==> src/rtl/psd_pkg.sv <==
`timescale 1ns/1ps
package psd_pkg;
    localparam int unsigned N_W   = 11;
    localparam int unsigned A_W   = 7;
    localparam int unsigned R_W   = 14;
    localparam int unsigned N_MIN = 3;
    localparam int unsigned R_MIN = 3;

    typedef struct packed {
        logic           mod;
        logic [N_W-1:0] n;
        logic [A_W-1:0] a;
    } fb_cfg_t;

    function automatic logic fb_legal(input logic [N_W-1:0] n, input logic [A_W-1:0] a);
        return (n >= N_W'(N_MIN)) && (N_W'(a) < n);
    endfunction
endpackage

==> src/rtl/psd_prescaler.sv <==
`timescale 1ns/1ps
module psd_prescaler #(
    parameter int unsigned CW = 8
) (
    input  logic          clk,
    input  logic          rst,
    input  logic [CW-1:0] ratio,
    output logic          tick
);
    logic [CW-1:0] cnt_d, cnt_q;

    always_comb begin
        tick  = (cnt_q == CW'(ratio - CW'(1)));
        cnt_d = tick ? '0 : CW'(cnt_q + CW'(1));
    end

    always_ff @(posedge clk) begin
        if (rst) cnt_q <= '0;
        else     cnt_q <= cnt_d;
    end
endmodule

==> src/rtl/psd_swallow_ctl.sv <==
`timescale 1ns/1ps
module psd_swallow_ctl #(
    parameter int unsigned NW = 11,
    parameter int unsigned AW = 7
) (
    input  logic          clk,
    input  logic          rst,
    input  logic          tick,
    input  logic [NW-1:0] n_lim,
    input  logic [AW-1:0] a_lim,
    output logic          swallow,
    output logic          wrap
);
    typedef struct packed {
        logic [AW-1:0] ac;
        logic [NW-1:0] nc;
    } cnt_t;

    cnt_t st_d, st_q;

    always_comb begin
        st_d    = st_q;
        swallow = (st_q.ac < a_lim);
        wrap    = tick && (st_q.nc == NW'(n_lim - NW'(1)));
        if (wrap) begin
            st_d = '0;
        end else if (tick) begin
            st_d.nc = NW'(st_q.nc + NW'(1));
            if (swallow) st_d.ac = AW'(st_q.ac + AW'(1));
        end
    end

    always_ff @(posedge clk) begin
        if (rst) st_q <= '0;
        else     st_q <= st_d;
    end
endmodule

==> src/rtl/psd_ref_div.sv <==
`timescale 1ns/1ps
module psd_ref_div #(
    parameter int unsigned RW    = 14,
    parameter int unsigned R_DEF = 3
) (
    input  logic          clk,
    input  logic          rst,
    input  logic [RW-1:0] r_in,
    input  logic          r_ok,
    output logic          ref_pulse,
    output logic [RW-1:0] r_act
);
    typedef struct packed {
        logic [RW-1:0] cnt;
        logic [RW-1:0] lim;
        logic          pulse;
    } ref_t;

    ref_t rs_d, rs_q;
    logic last;

    always_comb begin
        rs_d       = rs_q;
        last       = (rs_q.cnt == RW'(rs_q.lim - RW'(1)));
        rs_d.pulse = last;
        if (last) begin
            rs_d.cnt = '0;
            if (r_ok) rs_d.lim = r_in;
        end else begin
            rs_d.cnt = RW'(rs_q.cnt + RW'(1));
        end
    end

    always_ff @(posedge clk) begin
        if (rst) begin
            rs_q.cnt   <= '0;
            rs_q.pulse <= 1'b0;
            rs_q.lim   <= r_ok ? r_in : RW'(R_DEF);
        end else begin
            rs_q <= rs_d;
        end
    end

    assign ref_pulse = rs_q.pulse;
    assign r_act     = rs_q.lim;
endmodule

==> src/rtl/pulse_swallow_div.sv <==
`timescale 1ns/1ps
module pulse_swallow_div
    import psd_pkg::*;
#(
    parameter bit          HIGH_BAND = 1'b0,
    parameter int unsigned N_DEF     = 3,
    parameter int unsigned A_DEF     = 0,
    parameter int unsigned R_DEF     = 3
) (
    input  logic           clk,
    input  logic           rst,
    input  logic           mod_sel,
    input  logic [N_W-1:0] n_in,
    input  logic [A_W-1:0] a_in,
    input  logic [R_W-1:0] r_in,
    output logic           fb_pulse,
    output logic           ref_pulse,
    output logic           cfg_err
);
    localparam int unsigned PC_W = HIGH_BAND ? 8 : 5;

    typedef struct packed {
        fb_cfg_t cfg;
        logic    pulse;
        logic    err;
    } top_t;

    top_t            st_d, st_q;
    logic [PC_W-1:0] p_one, p_zero, p_cur, ratio;
    logic            tick, swallow, wrap, fb_ok, r_ok;
    logic [N_W-1:0]  act_n;
    logic [A_W-1:0]  act_a;
    logic            act_mod;
    logic [R_W-1:0]  act_r;
    fb_cfg_t         cfg_in;

    generate
        if (HIGH_BAND) begin : g_high
            assign p_one  = PC_W'(64);
            assign p_zero = PC_W'(128);
        end else begin : g_low
            assign p_one  = PC_W'(8);
            assign p_zero = PC_W'(16);
        end
    endgenerate

    assign cfg_in  = '{mod: mod_sel, n: n_in, a: a_in};
    assign fb_ok   = fb_legal(n_in, a_in);
    assign r_ok    = (r_in >= R_W'(R_MIN));
    assign act_n   = st_q.cfg.n;
    assign act_a   = st_q.cfg.a;
    assign act_mod = st_q.cfg.mod;
    assign p_cur   = act_mod ? p_one : p_zero;
    assign ratio   = swallow ? PC_W'(p_cur + PC_W'(1)) : p_cur;

    psd_prescaler #(.CW(PC_W)) u_pre (
        .clk   (clk),
        .rst   (rst),
        .ratio (ratio),
        .tick  (tick)
    );

    psd_swallow_ctl #(.NW(N_W), .AW(A_W)) u_ctl (
        .clk     (clk),
        .rst     (rst),
        .tick    (tick),
        .n_lim   (act_n),
        .a_lim   (act_a),
        .swallow (swallow),
        .wrap    (wrap)
    );

    psd_ref_div #(.RW(R_W), .R_DEF(R_DEF)) u_ref (
        .clk       (clk),
        .rst       (rst),
        .r_in      (r_in),
        .r_ok      (r_ok),
        .ref_pulse (ref_pulse),
        .r_act     (act_r)
    );

    always_comb begin
        st_d       = st_q;
        st_d.pulse = wrap;
        st_d.err   = !fb_ok || !r_ok;
        if (wrap && fb_ok) st_d.cfg = cfg_in;
    end

    always_ff @(posedge clk) begin
        if (rst) begin
            st_q.cfg   <= fb_ok ? cfg_in : '{mod: 1'b1, n: N_W'(N_DEF), a: A_W'(A_DEF)};
            st_q.pulse <= 1'b0;
            st_q.err   <= 1'b0;
        end else begin
            st_q <= st_d;
        end
    end

    assign fb_pulse = st_q.pulse;
    assign cfg_err  = st_q.err;
endmodule

==> config.mk <==
export PLATFORM = sky130hd
export DESIGN_NAME = pulse_swallow_div
export DESIGN_NICKNAME = d
export VERILOG_FILES = /design/src/rtl/psd_pkg.sv /design/src/rtl/psd_prescaler.sv /design/src/rtl/psd_swallow_ctl.sv /design/src/rtl/psd_ref_div.sv /design/src/rtl/pulse_swallow_div.sv
export SDC_FILE = /design/constraint.sdc
export NUM_CORES = 1
export LEC_CHECK = 0
export ABC_AREA = 1
export BUFFER_PORTS_ARGS = -buffer_cell sky130_fd_sc_hd__buf_2
export CAP_MARGIN = 20
export CORE_MARGIN = 1.5
export CORE_UTILIZATION = 55
export CTS_CLUSTER_SIZE = 10
export DETAILED_ROUTE_END_ITERATION = 10
export GPL_TIMING_DRIVEN = 0
export HOLD_SLACK_MARGIN = 0.08
export MAX_ROUTING_LAYER = met4
export PLACE_DENSITY = 0.78
export SYNTH_ARGS = -nofsm -noshare
export SYNTH_HDL_FRONTEND = slang
export SYNTH_SLANG_ARGS = --single-unit
export TNS_END_PERCENT = 50
==> constraint.sdc <==
create_clock -name clk -period 4.59 [get_ports clk]
set_input_delay 0.6885 -clock clk [delete_from_list [all_inputs] [get_ports clk]]
set_output_delay 0.6885 -clock clk [all_outputs]
set_load 0.01 [all_outputs]
# After elaboration in Yosys (flattened, before gate mapping)
# Index checks and enable logic that the tools add are counted.
[totals]
reg_bits = 73
inputBits = 35
output_inout_bits = 3
wordCells = 49
[op_classes]
n_addsub = 8
n_lt_le_gt_ge = 4
n_eq_ne = 3
muxes = 9
n_reduce_logical = 14
[op_table]
columns = ["operator", "count"]
rows = [
  ["two-way mux 14 bit", 3],
  ["two-way mux 19 bit", 2],
  ["two-way mux 21 bit", 1],
  ["two-way mux 15 bit", 1],
  ["adder 14 x 1 -> 14 bit (second input constant)", 1],
  ["equality test 14 bit", 1],
  [">= comparator 14 x 2 -> 1 bit (second input constant)", 1],
  ["subtractor 14 x 1 -> 14 bit (second input constant)", 1],
  ["adder 11 x 1 -> 11 bit (second input constant)", 1],
  ["equality test 11 bit", 1],
  [">= comparator 11 x 2 -> 1 bit (second input constant)", 1],
  ["< comparator 7 x 11 -> 1 bit", 1],
  ["subtractor 11 x 1 -> 11 bit (second input constant)", 1],
  ["adder 5 x 1 -> 5 bit (second input constant)", 2],
  ["two-way mux 5 bit", 2],
  ["adder 7 x 1 -> 7 bit (second input constant)", 1],
  ["< comparator 7 bit", 1],
  ["nonzero test 2 bit", 3],
  ["OR reduction 2 bit", 3],
  ["equality test 5 bit", 1],
  ["subtractor 5 x 1 -> 5 bit (second input constant)", 1],
  ["AND reduction 2 bit", 2],
  ["logical AND 1 bit", 3],
  ["zero test 1 bit", 2],
  ["logical OR 1 bit", 1],
]

# Longest topological paths before layout
[depth]
ltp_word = 9
mapped_depth = 19

# Cells and area by module
# From an unflattened synthesis, not the netlist that was laid out.
[hier_totals]
cells_unflattened = 654
area_unflattened_um2 = 4827.1
[by_module_without_submodules]
columns = ["module", "n_inst", "cells_per_inst", "area_each_um2"]
rows = [
  ["psd_ref_div", 1, 247, 1849.3],
  ["psd_swallow_ctl", 1, 222, 1486.4],
  ["pulse_swallow_div", 1, 118, 1088.5],
  ["psd_prescaler", 1, 67, 402.9],
]

# Worst setup path before layout
# Ideal clock, no wire load.
[synth_timing]
path_type = "flip-flop to flip-flop"
start = "register st_q (netlist bit act_a[6])"
end = "register st_q (netlist bit act_a[0]) (enable)"
setup_ns = 0.376
arrival_ns = 2.660
t_required_ns = 4.214
slack_ns = 1.554
stages_incl_launch_ff = 16
path_buffers = 1
synth_period_minus_slack_ns = 3.036
path_cell_list = "edfxtp_1 -> inv_1 -> ha_1 -> a21o_1 -> nor2_1 -> nand2_1 -> inv_1 -> ha_1 -> xnor2_1 -> nand3_1 -> nor2_2 -> nor2_2 -> inv_1 -> buf_2 -> nand4_1 -> nand2_1"
[synth_between]
elab_chain_len = 7
[synth_lines]
columns = ["item", "line", "source"]
rows = [
  ["start, declared", "pulse_swallow_div.sv:28", "top_t st_d, st_q;"],
  ["start signal, assigned", "pulse_swallow_div.sv:95", "st_q <= st_d;"],
  ["< comparator 7 bit", "psd_swallow_ctl.sv:23", "swallow = (st_q.ac < a_lim);"],
  ["two-way mux 5 bit", "pulse_swallow_div.sv:54", "assign ratio = swallow ? PC_W'(p_cur + PC_W'(1)) : p_cur;"],
  ["subtractor 5 x 1 -> 5 bit", "psd_prescaler.sv:13", "tick = (cnt_q == CW'(ratio - CW'(1)));"],
  ["equality test 5 bit", "psd_prescaler.sv:13", ""],
  ["logical AND 1 bit", "psd_swallow_ctl.sv:24", "wrap = tick && (st_q.nc == NW'(n_lim - NW'(1)));"],
  ["logical AND 1 bit", "pulse_swallow_div.sv:86", "if (wrap && fb_ok) st_d.cfg = cfg_in;"],
  ["nonzero test 2 bit (no source line)", "n/a", ""],
]
# Every way passes these cells.
# A chain may end at the register's enable or synchronous reset.

# Final worst setup path
[layout_timing]
start = "register st_q (netlist bit act_a[6])"
end = "register st_q (netlist bit act_n[2]) (enable)"
# Same word-level chain as after synthesis.

==> summary.md <==
| Metric | Value |
|---|---|
| Core area | `0.008258 sq mm` |
| CTS tree | `done` |
| Critical path endpoint category | `flop` |
| Total gr overflow | `0` |
| Ant. Diodes | `0` |
| Worst min-delay path class | `flop to flop` |
| Startpoint Class | `flop` |
| Setup TNS | `0 ns` |
| Max-cap check violation count | `0` |
| Seq/Total Area, Yosys | `38.13%` |
| Vias in the first global route | `3,781` |
| Routed wire per std cell | `11.57 microns` |
| PostCTS Resize Cnt | `0` |
| Yosys warns | `0` |
| DR vias | `4,109` |
| Status | `finished clean` |
| H-Tree Depth | `3` |
| Worst EP required | `4.59 ns` |
| Area contributors post-synth | `edfxtp_1 (21%), dfxtp_1 (17%), nand2_1 (14%)` |
| P_leak | `2.396 nW` |
| DRT Wirelength | `9489 microns` |
| Worst clock skew | `0.02029 ns` |
| Max_slew headroom | `45.56%` |
| Slew @ Worst Pin | `0.8147 ns` |
| PD cells | `278.3 mW/mm^2` |
| F_max | `0.2817 GHz` |
| Boundary Pins | `38` |
| Clock Path Buffers | `2` |
| Finished Cell Area | `0.005199 sq mm` |
| DIE WIDTH | `95.44 microns` |
| Area delta synth->final | `10.62%` |
| GPL Wtd Cong | `0.9317` |
| Initial core utilization | `56.91%` |
| CTS Buf Count | `9` |
| Layout cell share with drive strength beyond 1 | `12.73%` |
| Fillers | `752` |
| Post-layout util | `62.95%` |
| Residual DRC | `0` |
| Final period utilization | `77.33%` |
| Pwr Total | `0.001447 W` |
| Via density per instance | `5.011` |
| 1st-iter DRT viols | `129` |
| Total Routing Usage GR | `23.31%` |
| ANT nets after route | `0` |
| Syn_nets | `716` |
| Setup bufs post-CTS | `0` |
| Dpl hpwl | `7330 microns` |
| RSZ-0062 raised after global routing | `no` |
| Clk Latency, worst-skew pair | `0.37 ns` |
| FP Rows | `33` |
| Post-Synthesis Cells | `662` |
| CTS Hold Bufs | `0` |
| Worst vdd ir | `0.0001515 V` |
| IO Port Bufs | `37` |
| Arrival time at the worst endpoint | `3.55 ns` |
| Setup CP Type | `flop to flop` |
| Root Buffer | `clkbuf_8` |
| Post-synth EDFFs | `33` |
| Full die area | `0.009108 sq mm` |
| CTS clk-pin slew, worst paths | `0.10 ns` |
| Synth Register Bits | `73` |
| Placed inst area | `0.005016 sq mm` |
| Synth top area share | `21.09%` |
| Mapped Area | `0.004700 sq mm` |
| Fraction of registers with async set/reset | `0%` |
| Finish-stage setup viols | `0` |
| Largest net degree at the start of global routing | `20` |
| Most frequent cell after synthesis | `nand2_1` |
| Final min period | `3.549 ns` |
| Final Slew Violations | `0` |
| Synth cell types | `31` |
| Final hold slack | `0.4716 ns` |
| TritonRoute pass-1 iters | `4` |
| Final Hold Violating Endpoints | `0` |
| Mean Syn Cell Area | `7.099 sq um` |
| Final nets | `764` |
| Die Ht | `95.44 microns` |
| Synth Flop Type | `dfxtp_1` |
| Dominant cell type by area after synthesis | `edfxtp_1` |
| Initial antenna violation count | `0` |
| Synth top cells by count | `nand2_1 (181), inv_1 (101), nor2_1 (96)` |
| First-pass GRT wire length | `15,730 microns` |
| Worst Path Max Fanout | `19` |
| CTS sink cnt | `73` |
==> cell families (layout without fill, tap and decap cells) <==
group	count (synthesis)	after routing	share of synthesized area, %
AND/OR/NAND/NOR	379	379	35.38
buffers and inverters	126	179	10.49
flip-flops	73	73	38.13
XOR/XNOR	46	46	8.573
adder cells (fa/ha/maj)	19	19	5.059
AO/OA/AOI/OAI	19	19	2.370
==> power by group <==
| group | internal, W | total, W | leakage [nW] | switching [W] |
|---|---|---|---|---|
| Sequential | 0.000715 | 0.000743 | 0.646 | 0.0000280 |
| Clock | 0.000206 | 0.000493 | 0.0891 | 0.000287 |
| Combinational | 0.0000822 | 0.000211 | 1.66 | 0.000129 |
| Total | 0.00100 | 0.00145 | 2.40 | 0.000444 |
==> critical path, cell delays in order, from the launching register on <==
cell and delay [ns]:
edfxtp_1 0.33, inv_1 0.04, ha_1 0.30, a21o_1 0.19
nor2_1 0.09, nand2_1 0.11, inv_1 0.08, ha_1 0.23
xnor2_1 0.17, nand3_1 0.11, nor2_2 0.32, nor2_2 0.16
inv_1 0.09, buf_2 0.21, nand4_1 0.12, nand2_1 0.62
==> metrics by stage <==
| step | std cells | worst slack, ns |
|---|---|---|
| after detailed placement | 804 | 1.040 |
| after global routing | 820 | 0.7148 |
| final | 820 | 1.041 |
| after floorplan | 662 | 1.554 |
| after CTS | 820 | 1.015 |
| after global placement | 804 | 1.091 |
==> metal layers <==
layer | routed length (microns) | part of all wire, % | GRT usage, %
met5 | 0 | 0 | -
met4 | 229 | 2.4 | 10.54
met3 | 338 | 3.6 | 4.705
met2 | 4830 | 51 | 39.78
met1 | 4090 | 43 | 26.26
==> registers in the layout, summed over array words and instances (netlist names) <==
signal,flops
u_ref.ref_pulse,1
cfg_err,1
act_a,7
act_mod,1
u_ref.rs_q,14
u_ctl.st_q,18
fb_pulse,1
act_n,11
u_ref.r_act,14
u_pre.cnt_q,5
==> final cells by class <==
type	count	area, sq um	share of cell area [%]
multi-input combinational	463	2415	46.45
sequential	73	1792	34.46
inverter	101	379.1	7.292
timing repair buffer	37	185.2	3.562
tap	105	131.4	2.527
clock buffer	9	123.9	2.383
buffer	25	113.9	2.190
clock inverter	7	58.81	1.131
==> placed cells by master (no fill, tap or decap), drive strengths merged <==
master,instances
nand2,185
nor2,117
inv,106
nand3,44
buf,43
dfxtp,40
edfxtp,33
xor2,28
clkbuf,28
ha,19
xnor2,18
nor3,14
o21ai,10
nand4,8
a21oi,7
nand3b,3
or2,3
nor4,3
and2,2
clkinvlp,2
a21o,1
o211ai,1
==> worst paths after layout <==
check | slack, ns | cells after the start | end | startpoint
min reg2reg | 0.47 | 1 | u_pre.cnt_q[0] | u_pre.cnt_q[0]
min | 0.47 | 1 | u_pre.cnt_q[0] | u_pre.cnt_q[0]
max reg2reg | 1.04 | 15 | act_n[2] | act_a[6]
max | 1.04 | 15 | act_n[2] | act_a[6]
(Power assumes the default switching activity.)
